==> config.mk <==
export PLATFORM = sky130hd
export DESIGN_NAME = irqf_status_field
export DESIGN_NICKNAME = d
export VERILOG_FILES = /design/src/rtl/irqf_pkg.sv /design/src/rtl/irqf_input_delay.sv /design/src/rtl/irqf_capture_logic.sv /design/src/rtl/irqf_field_store.sv /design/src/rtl/irqf_status_field.sv
export SDC_FILE = /design/constraint.sdc
export NUM_CORES = 1
export LEC_CHECK = 0
export ABC_AREA = 1
export CORE_UTILIZATION = 57
export DETAILED_ROUTE_END_ITERATION = 10
export DONT_BUFFER_PORTS = 1
export PLACE_DENSITY = 0.76
export SYNTH_ARGS = -nofsm -noshare
export SYNTH_HDL_FRONTEND = slang
export SYNTH_HIERARCHICAL = 1
export SYNTH_SLANG_ARGS = --single-unit
==> constraint.sdc <==
create_clock -name clk -period 1.1 [get_ports clk]
set_input_delay 0.165 -clock clk [delete_from_list [all_inputs] [get_ports clk]]
set_output_delay 0.165 -clock clk [all_outputs]
set_load 0.005 [all_outputs]
==> src/rtl/irqf_pkg.sv <==
package irqf_pkg;
  typedef enum logic [2:0] {
    CAP_LEVEL     = 3'd0,
    CAP_ACCUM     = 3'd1,
    CAP_RISE_HOLD = 3'd2,
    CAP_FALL_HOLD = 3'd3,
    CAP_ANY_HOLD  = 3'd4,
    CAP_RISE_PULS = 3'd5,
    CAP_FALL_PULS = 3'd6,
    CAP_ANY_PULS  = 3'd7
  } cap_mode_e;
endpackage

==> src/rtl/irqf_input_delay.sv <==
module irqf_input_delay #(
  parameter int WIDTH = 8
) (
  input  logic             clk,
  input  logic             rst_n,
  input  logic [WIDTH-1:0] cur_in,
  output logic [WIDTH-1:0] prev_q
);
  // One-cycle copy of the event vector, used for edge detection
  always_ff @(posedge clk or negedge rst_n) begin
    if (!rst_n) prev_q <= '0;
    else        prev_q <= cur_in;
  end
endmodule

==> src/rtl/irqf_capture_logic.sv <==
module irqf_capture_logic
  import irqf_pkg::*;
#(
  parameter int WIDTH = 8
) (
  input  cap_mode_e        mode,
  input  logic [WIDTH-1:0] stored,
  input  logic [WIDTH-1:0] prev_in,
  input  logic [WIDTH-1:0] cur_in,
  output logic [WIDTH-1:0] cand
);
  logic [WIDTH-1:0] rise_t, fall_t, any_t;

  // Edge terms are computed bit by bit
  for (genvar b = 0; b < WIDTH; b++) begin : g_edge
    assign rise_t[b] = ~prev_in[b] &  cur_in[b];
    assign fall_t[b] =  prev_in[b] & ~cur_in[b];
    assign any_t[b]  =  prev_in[b] ^  cur_in[b];
  end

  always_comb begin
    unique case (mode)
      CAP_LEVEL:     cand = cur_in;
      CAP_ACCUM:     cand = stored | cur_in;
      CAP_RISE_HOLD: cand = stored | rise_t;
      CAP_FALL_HOLD: cand = stored | fall_t;
      CAP_ANY_HOLD:  cand = stored | any_t;
      CAP_RISE_PULS: cand = rise_t;
      CAP_FALL_PULS: cand = fall_t;
      CAP_ANY_PULS:  cand = any_t;
      default:       cand = stored;
    endcase
  end
endmodule

==> src/rtl/irqf_field_store.sv <==
module irqf_field_store #(
  parameter int WIDTH = 8
) (
  input  logic             clk,
  input  logic             rst_n,
  input  logic [WIDTH-1:0] cand,
  input  logic             clr_stb,
  input  logic [WIDTH-1:0] clr_bits,
  output logic [WIDTH-1:0] field_q,
  output logic             irq
);
  logic [WIDTH-1:0] kill;
  logic [WIDTH-1:0] nxt;

  // The clear mask takes effect only while the strobe is high
  assign kill = clr_stb ? clr_bits : '0;
  // A clear overrides the capture on the bits it selects
  assign nxt  = cand & ~kill;

  always_ff @(posedge clk or negedge rst_n) begin
    if (!rst_n) field_q <= '0;
    else        field_q <= nxt;
  end

  assign irq = |field_q;
endmodule

==> src/rtl/irqf_status_field.sv <==
module irqf_status_field
  import irqf_pkg::*;
#(
  parameter int WIDTH = 8
) (
  input  logic             clk,
  input  logic             rst_n,
  input  logic [2:0]       cap_mode,
  input  logic [WIDTH-1:0] hw_in,
  input  logic             clr_stb,
  input  logic [WIDTH-1:0] clr_bits,
  output logic [WIDTH-1:0] field_q,
  output logic             irq
);
  logic [WIDTH-1:0] prev_q;
  logic [WIDTH-1:0] cand;
  cap_mode_e        mode_e;

  assign mode_e = cap_mode_e'(cap_mode);

  irqf_input_delay #(.WIDTH(WIDTH)) u_dly (
    .clk    (clk),
    .rst_n  (rst_n),
    .cur_in (hw_in),
    .prev_q (prev_q)
  );

  irqf_capture_logic #(.WIDTH(WIDTH)) u_cap (
    .mode    (mode_e),
    .stored  (field_q),
    .prev_in (prev_q),
    .cur_in  (hw_in),
    .cand    (cand)
  );

  irqf_field_store #(.WIDTH(WIDTH)) u_store (
    .clk      (clk),
    .rst_n    (rst_n),
    .cand     (cand),
    .clr_stb  (clr_stb),
    .clr_bits (clr_bits),
    .field_q  (field_q),
    .irq      (irq)
  );
endmodule

==> results by stage, run 1 <==
Global route:
- The global-route total usage across every layer is 29.2%.
- The number of global-route vias before repair is 1447.
- The total global routing overflow is 0.
- The pin count of the biggest net entering global routing is 28.
- The first global-routing pass estimated 5.91 mm of wire.
- The number of antenna violations at the first check in global routing is 0.

Clocking:
- In this run the clock root is driven by a clkbuf_4.
- In this run the number of H-tree levels came out at 1.
- The latest clock arrival within the worst-skew pair is 0.30 ns.
- The clock input transition at the sequential cells of the worst setup and hold paths is 0.11 ns.
- The number of buffers on the longest clock path is 2.
- The number of buffers created by CTS is 3.
- CTS saw 16 sinks.
- TritonCTS built the clock tree.

Cells and area:
- The finished cells cover 0.00177 mm².
- The count of cells in the finished layout, fillers not included, comes to 252.
- The area growth from synthesis to layout is 18.4%.
- 0 antenna diodes ended up in the layout.
- The proportion of layout cells with a drive suffix above 1 is 17.6%.
- The combined flip-flop and latch cell area is 400 µm².
- Summing all multi-input logic gate instances after layout gives 952 µm².
- The number of fill cells in the layout is 190.
- After the last flow step, the layout net total stands at 261.

Critical path:
- The worst setup path is captured at a register.
- In this run the critical register-to-register path is captured at u_store/field_q[5].
- The kind of launch point of the worst setup path is a register.
- STA puts the critical path data arrival time at 1.51 ns.
- The worst reg2reg path depth is 7.
- The highest fanout seen on the critical path is 2.
- At the worst endpoint, the required time is 1.30 ns.
- The startpoint identified for the worst register-to-register timing path is u_dly/prev_q[5].
- The most critical setup path has its startpoint at u_dly/prev_q[5].
- The setup slack on the worst flop-to-flop path is -0.21 ns.
- The type of the worst setup path is register to register.

Pwr:
- The leakage power is 0.907 nW.
- Across the VDD grid, the largest voltage drop is 0.942 mV.
- Dividing total power by cell area gives a power density of 909 mW/mm².
- Total power for the finished layout comes to 1.61 mW.

Floorplanning:
- The number of core rows is 18.
- The overall die width is 53.3 µm.
- The height of the die is 53.3 µm.
- Once the floorplan was initialized, standard cells occupied 60.5% of the core.
- The die covers 0.00284 mm².
- The boundary pin count is 31.
- The core footprint is 0.00248 mm².

Timing:
- For the final database, setup skew stands at 0.00674 ns.
- The achievable frequency is 0.764 GHz.
- The final hold violation count is 8.
- The count of final max-slew check failures is 0.
- The post-route minimum period is 1.31 ns.
- The setup-violating endpoint count in the final report is 9.
- Across all setup checks in the final design, the least slack found is -0.209 ns.
- The worst pin sits at a relative slew slack of 49.2%.
- The worst path uses 119% of the clock period.
- Hold timing on the final database bottoms out at a slack of -0.0701 ns.
- Setup repair after global routing could not meet its margin everywhere.
- The pin slew with the least headroom to its limit is 0.760 ns.

Logic synthesis:
- Ranked by total cell area, the synthesized netlist is headed by dfrtp_1 27%, ha_1 13%, inv_1 13%.
- Sequential cells were found to cover 26.7% of the synthesized design area.
- The largest total area in the synthesized netlist belongs to dfrtp_1.
- The number of flip-flops and latches in the synthesized netlist is 16.
- The cell count after synthesis is 210.
- The area of the mapped netlist is 0.00150 mm².
- A synthesized cell averages 7.13 µm².
- The number of distinct library cell variants in the gate-level netlist after synthesis is 20.
- The area share of the largest cell type after synthesis is 26.7%.
- The total of warnings raised by yosys is 6.
- The number of nets produced by synthesis is 248.

Flow run:
- The number of max-cap violations is 0.

Routing:
- The total wirelength of the detailed-routed design is 3.77 mm.
- The number of vias per cell is 5.64.
- The detailed-route DRC error count is 0.
- The number of vias after detailed routing is 1422.
- Before antenna repair, the detailed router went through 4 iterations.
- Once detail routing completed, the nets flagged for antenna violations numbered 0.
- In this run, the number of DRC markers left after iteration 0 of detailed routing was 30.
- In the final routed layout, each cell accounts on average for 15.0 µm.

Hold path:
- The worst-case hold path end point is u_store/field_q[1].
- In this run the worst hold path is classified as input pin to register.
- Along the worst hold path, the cell count comes to 1.
- The hold path startpoint is clr_stb.

Placement:
- Routability-driven placement finished with a final weighted congestion of 0.847.
- Detailed placement finished with a half-perimeter wire length of 2.56 mm.
- The post-place instance area is 0.00152 mm².
- The cell total after placement is 238.
- The quantity of I/O buffers inserted on ports is 0.
- Prior to clock tree synthesis, the placed netlist has a worst setup slack of -0.198 ns.

Run status:
- The run finished, with violations left.
- The final reports fail on negative hold slack, negative setup slack.
logic make-up (layout without fill, tap and decap cells):
kind of cell,Yosys count,after routing,share of synthesized area [%]
AO/OA/AOI/OAI,22,22,8.69
XOR/XNOR,1,1,1.09
adder cells (fa/ha/maj),16,16,13.4
buffers and inverters,61,73,17.7
flip-flops,16,16,26.7
AND/OR/NAND/NOR,94,94,32.4
flip-flops by register name, indices dropped and copies added (netlist names):
name             cells
u_dly/prev_q         8
u_store/field_q      8
cell usage after synthesis:
master	number
nand2_1	25
buf_2	3
nand3_4	2
inv_2	1
buf_6	3
nor3_1	2
nand4_1	22
nand3_1	17
o21ai_0	3
xor2_2	1
buf_4	2
a21boi_0	8
nand2_2	4
o21ai_1	11
nor2_8	1
ha_1	16
inv_4	1
dfrtp_1	16
inv_1	51
nor2_1	21
metrics by stage:
stage	setup TNS [ns]	utilization [%]
2_1_floorplan	-0.663	-
4_1_cts	-1.58	69.3
5_1_grt	-2.20	71.6
6_report	-1.55	71.6
3_5_place_dp	-1.40	61.2
3_3_place_gp	-1.03	61.2
layout make-up:
class                      count  area share (%)
timing repair buffer          16            8.19
inverter                      53            11.4
clock buffer                   4            2.05
multi-input combinational    133            53.7
tap                           30            2.12
sequential                    16            22.6
layer usage:
layer | vias to the layer above | global-route usage (%) | share of wire [%]
met5 | - | 0 | 0
met1 | 658 | 31.3 | 39
met3 | 6 | 10.3 | 8.3
li1 | 696 | - | -
met2 | 62 | 51.0 | 51
met4 | 0 | 11.8 | 1.8
worst max-delay path by stage:
| stage | endpoint | slack, ns | depth (start not counted) |
|---|---|---|---|
| finish | u_store/field_q[5] | -0.21 | 7 |
| floorplan | u_store/field_q[3] | -0.08 | 7 |
| global placement | u_store/field_q[4] | -0.14 | 7 |
| global route | u_store/field_q[5] | -0.30 | 7 |
| detailed placement | u_store/field_q[5] | -0.20 | 7 |
| CTS | u_store/field_q[5] | -0.21 | 7 |
report_power, final:
part | switching [mW] | total, mW | internal, mW
Clock | 0.214 | 0.416 | 0.202
Combinational | 0.263 | 0.494 | 0.231
Sequential | 0.0581 | 0.702 | 0.644
Total | 0.535 | 1.61 | 1.08
repair_timing:
item,in CTS,in global routing
pin swaps,2,3
endpoints found under the hold margin,32,8
gates cloned,0,0
gates resized for setup,13,13
buffers inserted,0,0
hold buffers,9,1
endpoints found under the setup margin,9,9
worst max-delay path: stages, from the launching register on:
cell and delay (ns):
dfrtp_1 0.43, ha_4 0.28, inv_1 0.04, nand3_1 0.07, nand2_1 0.05, o21ai_1 0.13
nand3_1 0.09, a21boi_1 0.13
layout by cell type, fill, tap and decap left out:
master         count
a21boi_1           7
a21boi_2           1
buf_4              6
clkbuf_4           3
clkbuf_8           1
dfrtp_1           16
dlygate4sd3_1     10
ha_1               9
ha_4               7
inv_1             48
inv_2              4
inv_4              1
nand2_1           23
nand2_2            6
nand3_1           16
nand3_2            1
nand3_4            2
nand4_1           22
nor2_1            20
nor2_2             1
nor2_8             1
nor3_1             1
nor3_2             1
o21ai_1           11
o21ai_2            3
xor2_2             1
No activity file was read; power rests on OpenSTA's default activity.
==> run 2: changes to the inputs <==
- CAP_MARGIN: unset -> 20
- CTS_BUF_LIST: unset -> sky130_fd_sc_hd__clkbuf_16
==> run 2 against run 1 <==
The run still ends with negative hold slack, negative setup slack left. Sequential share of layout area is 0.62 points lower. Sequential cell count stayed put. Core utilization is 2.0 points higher. Maximum frequency hardly changed. Cell area is 2.8% higher. Final cell count stayed put. Clock skew is 0.0056 ns lower. Worst setup slack worse by 0.0013 ns. Largest power group is now clock.
==> results by stage, run 2 (same netlist as run 1, synthesis figures left out) <==
Global route:
- The global-route total usage across every layer is 29.2%.
- The number of antenna violations at the first check in global routing was 0.
- The number of global-route vias before repair is 1467.
- The pin count of the biggest net entering global routing is 28.
- The total global routing overflow is 0.
- The global-route wire length before repair is 6.00 mm.

Timing:
- The final hold slack is -0.00612 ns.
- Summed over all failing endpoints, the final setup total negative slack is -1.45 ns.
- For this run, the top clock speed supported by timing is 0.763 GHz.
- Of the available clock period, the critical path in the final layout requires 119%.
- Setup repair after global routing could not meet its margin everywhere.
- In this run the tightest slew margin relative to its limit is 50.0%.
- For the finished layout, the period the worst path requires is 1.31 ns.
- The count of final max-slew check failures is 0.
- Setup violations remaining at the end of the flow were counted as 9.
- The setup slack of the critical path after layout is -0.210 ns.
- The worst-case clock skew is 0.00114 ns.
- The final hold violation count is 3.
- The pin slew with the least headroom to its limit is 0.748 ns.

Clocking:
- In this run the number of H-tree levels came out at 1.
- The later pin in the worst-skew pair is clocked with a latency of 0.25 ns.
- The root cell of the clock tree is clkbuf_16.
- Counting along the longest clock path gives a buffer depth of 2.
- The clock tree from TritonCTS is done.
- Clock-pin slew was measured on the worst setup and hold paths at 0.05 ns.
- Clock tree synthesis found a total of 16 sinks.
- The number of buffers created by CTS is 3.

Floorplanning:
- The floorplan step defined a die boundary enclosing 0.00284 mm².
- In this run the vertical extent of the chip is 53.3 µm.
- The total area inside the core boundary comes to 0.00248 mm².
- The initialized floorplan defines 18 standard-cell rows.
- The die is 53.3 µm wide.
- The initial utilization of the core area, before any placement, comes to 60.5%.
- Pin placement for this block handled 31 I/O pins.

Pwr:
- IR analysis of the VDD net gives a maximum drop of 1.24 mV.
- The leakage power is 0.922 nW.
- Power spread over the standard cell area amounts to 1060 mW/mm².
- The design draws 1.92 mW.

Hold path:
- The type of the tightest min-delay check is input pin to register.

Critical path:
- STA classifies the critical path startpoint as a register.
- The highest fanout seen on the critical path is 2.
- The required time at the endpoint of the critical path is 1.24 ns.
- The largest stage delay on the critical path is 0.41 ns.
- The worst setup path is captured at a register.
- Data on the critical path arrives at its endpoint at 1.45 ns.
- The type of the worst setup path is register to register.
- Walking the worst path, the cells encountered are ha_4, inv_2, nand3_2, nand2_1, o21ai_1, nand3_1, a21boi_1.
- The slowest stage of the critical path is the dfrtp_1 cell.

Cells and area:
- At the end of the flow, the number of nets in the layout was 261.
- The largest registers in the layout are u_dly/prev_q (8), u_store/field_q (8).
- The leading cell type in the layout, fill and taps excluded is inv_1.
- The filler cells instantiated in the layout total 189.
- The proportion of layout cells with a drive suffix above 1 is 18.5%.
- The number of antenna diodes in the final layout is 0.
- The top cell types in the final layout, fill and taps aside, are 47 x inv_1, 23 x nand2_1, 22 x nand4_1.
- The area growth from synthesis to final layout is 21.7%.

Routing:
- The number of vias per cell is 5.73.
- The detailed-routing iteration count for the pre-antenna-repair pass is 4.
- The wire length per cell after detailed routing is 15.0 µm.
- Wires add up to 3.78 mm.
- After the first detailed-routing iteration, the DRC count stood at 54.
- In the routed design, unresolved DRC markers number 0.
- Summing over every cut layer, the via total after detailed routing is 1444.
- The count of nets left with antenna violations after detail routing is 0.

Placement:
- Routability-driven placement finished with a final weighted congestion of 0.847.
- Buffers placed on the I/O ports in this run total 0.
- Once detailed placement completed, the half-perimeter wirelength came to 2.56 mm.

Run status:
- The final reports fail on negative hold slack, negative setup slack.
- The run finished, with violations left.

Flow run:
- Across the run, the number of max-cap violations was 0.
==> run 2: cell count changes in the layout (fill, tap and decap cells not counted), sizes merged <==
cell,previous run,this run
clkbuf,4,3
clkinv,0,1
==> run 2: final timing paths <==
check / slack (ns) / depth (start not counted) / startpoint / to
hold / removal: -0.006 / 1 / clr_stb / u_store/field_q[1]
max in group asynchronous: 0.20 / 1 / rst_n / u_dly/prev_q[6]
setup reg to reg: -0.21 / 7 / u_dly/prev_q[5] / u_store/field_q[5]
setup / recovery: -0.21 / 7 / u_dly/prev_q[5] / u_store/field_q[5]
hold reg to reg: 0.79 / 5 / u_store/field_q[6] / u_store/field_q[6]
min in group asynchronous: 0.43 / 1 / rst_n / u_store/field_q[0]
==> run 2: cell type report <==
type | instances | area (µm²) | share of cell area, %
timing repair buffer | 16 | 145 | 7.96
clock buffer | 3 | 75.1 | 4.12
clock inverter | 1 | 3.75 | 0.206
sequential | 16 | 400 | 22.0
inverter | 53 | 201 | 11.1
multi-input combinational | 133 | 960 | 52.6
tap | 30 | 37.5 | 2.06
==> run 2: power breakdown <==
part | leakage, nW | internal (mW) | switching [mW]
registers | 0.195 | 0.646 | 0.0580
clock network | 0.0385 | 0.483 | 0.243
logic | 0.688 | 0.232 | 0.262
==> run 2: repair_timing <==
action                                  in CTS  in global routing
endpoints found under the setup margin       9                  9
buffers inserted                             0                  0
cloned                                       0                  0
pin swaps                                    2                  7
hold buffers                                 9                  1
resized for setup                           12                 16
hold endpoints to repair                    28                  5
==> run 2: critical path, delay by kind of cell (launching register included) <==
kind	cells	cell delay (ns)
AOI/OAI and AO/OA	2	0.27
buffers and inverters	1	0.04
and+or+nand+nor	3	0.19
adders and majority gates	1	0.29
DFF	1	0.41
==> run 2: layer usage <==
| layer | track usage (%) | part of all wire, % | wire, µm | vias up |
|---|---|---|---|---|
| met5 | 0 | 0 | 0 | - |
| met4 | 8.33 | 0.66 | 25 | 0 |
| met3 | 9.48 | 9.1 | 343 | 4 |
| met2 | 51.7 | 50 | 1910 | 67 |
| met1 | 32.7 | 40 | 1500 | 676 |
| li1 | - | - | - | 697 |
==> run 2: stage by stage <==
stage	setup slack (ns)	cells	hold slack [ns]	cell area, µm²	utilization [%]
after global routing	-0.291	252	-0.0121	1820	73.6
after global placement	-0.145	238	-0.130	1520	61.2
after CTS	-0.204	251	-0.00743	1760	71.1
after floorplan	-0.0832	210	-0.131	1500	-
final	-0.210	252	-0.00612	1820	73.6
after detailed placement	-0.198	238	-0.130	1520	61.2
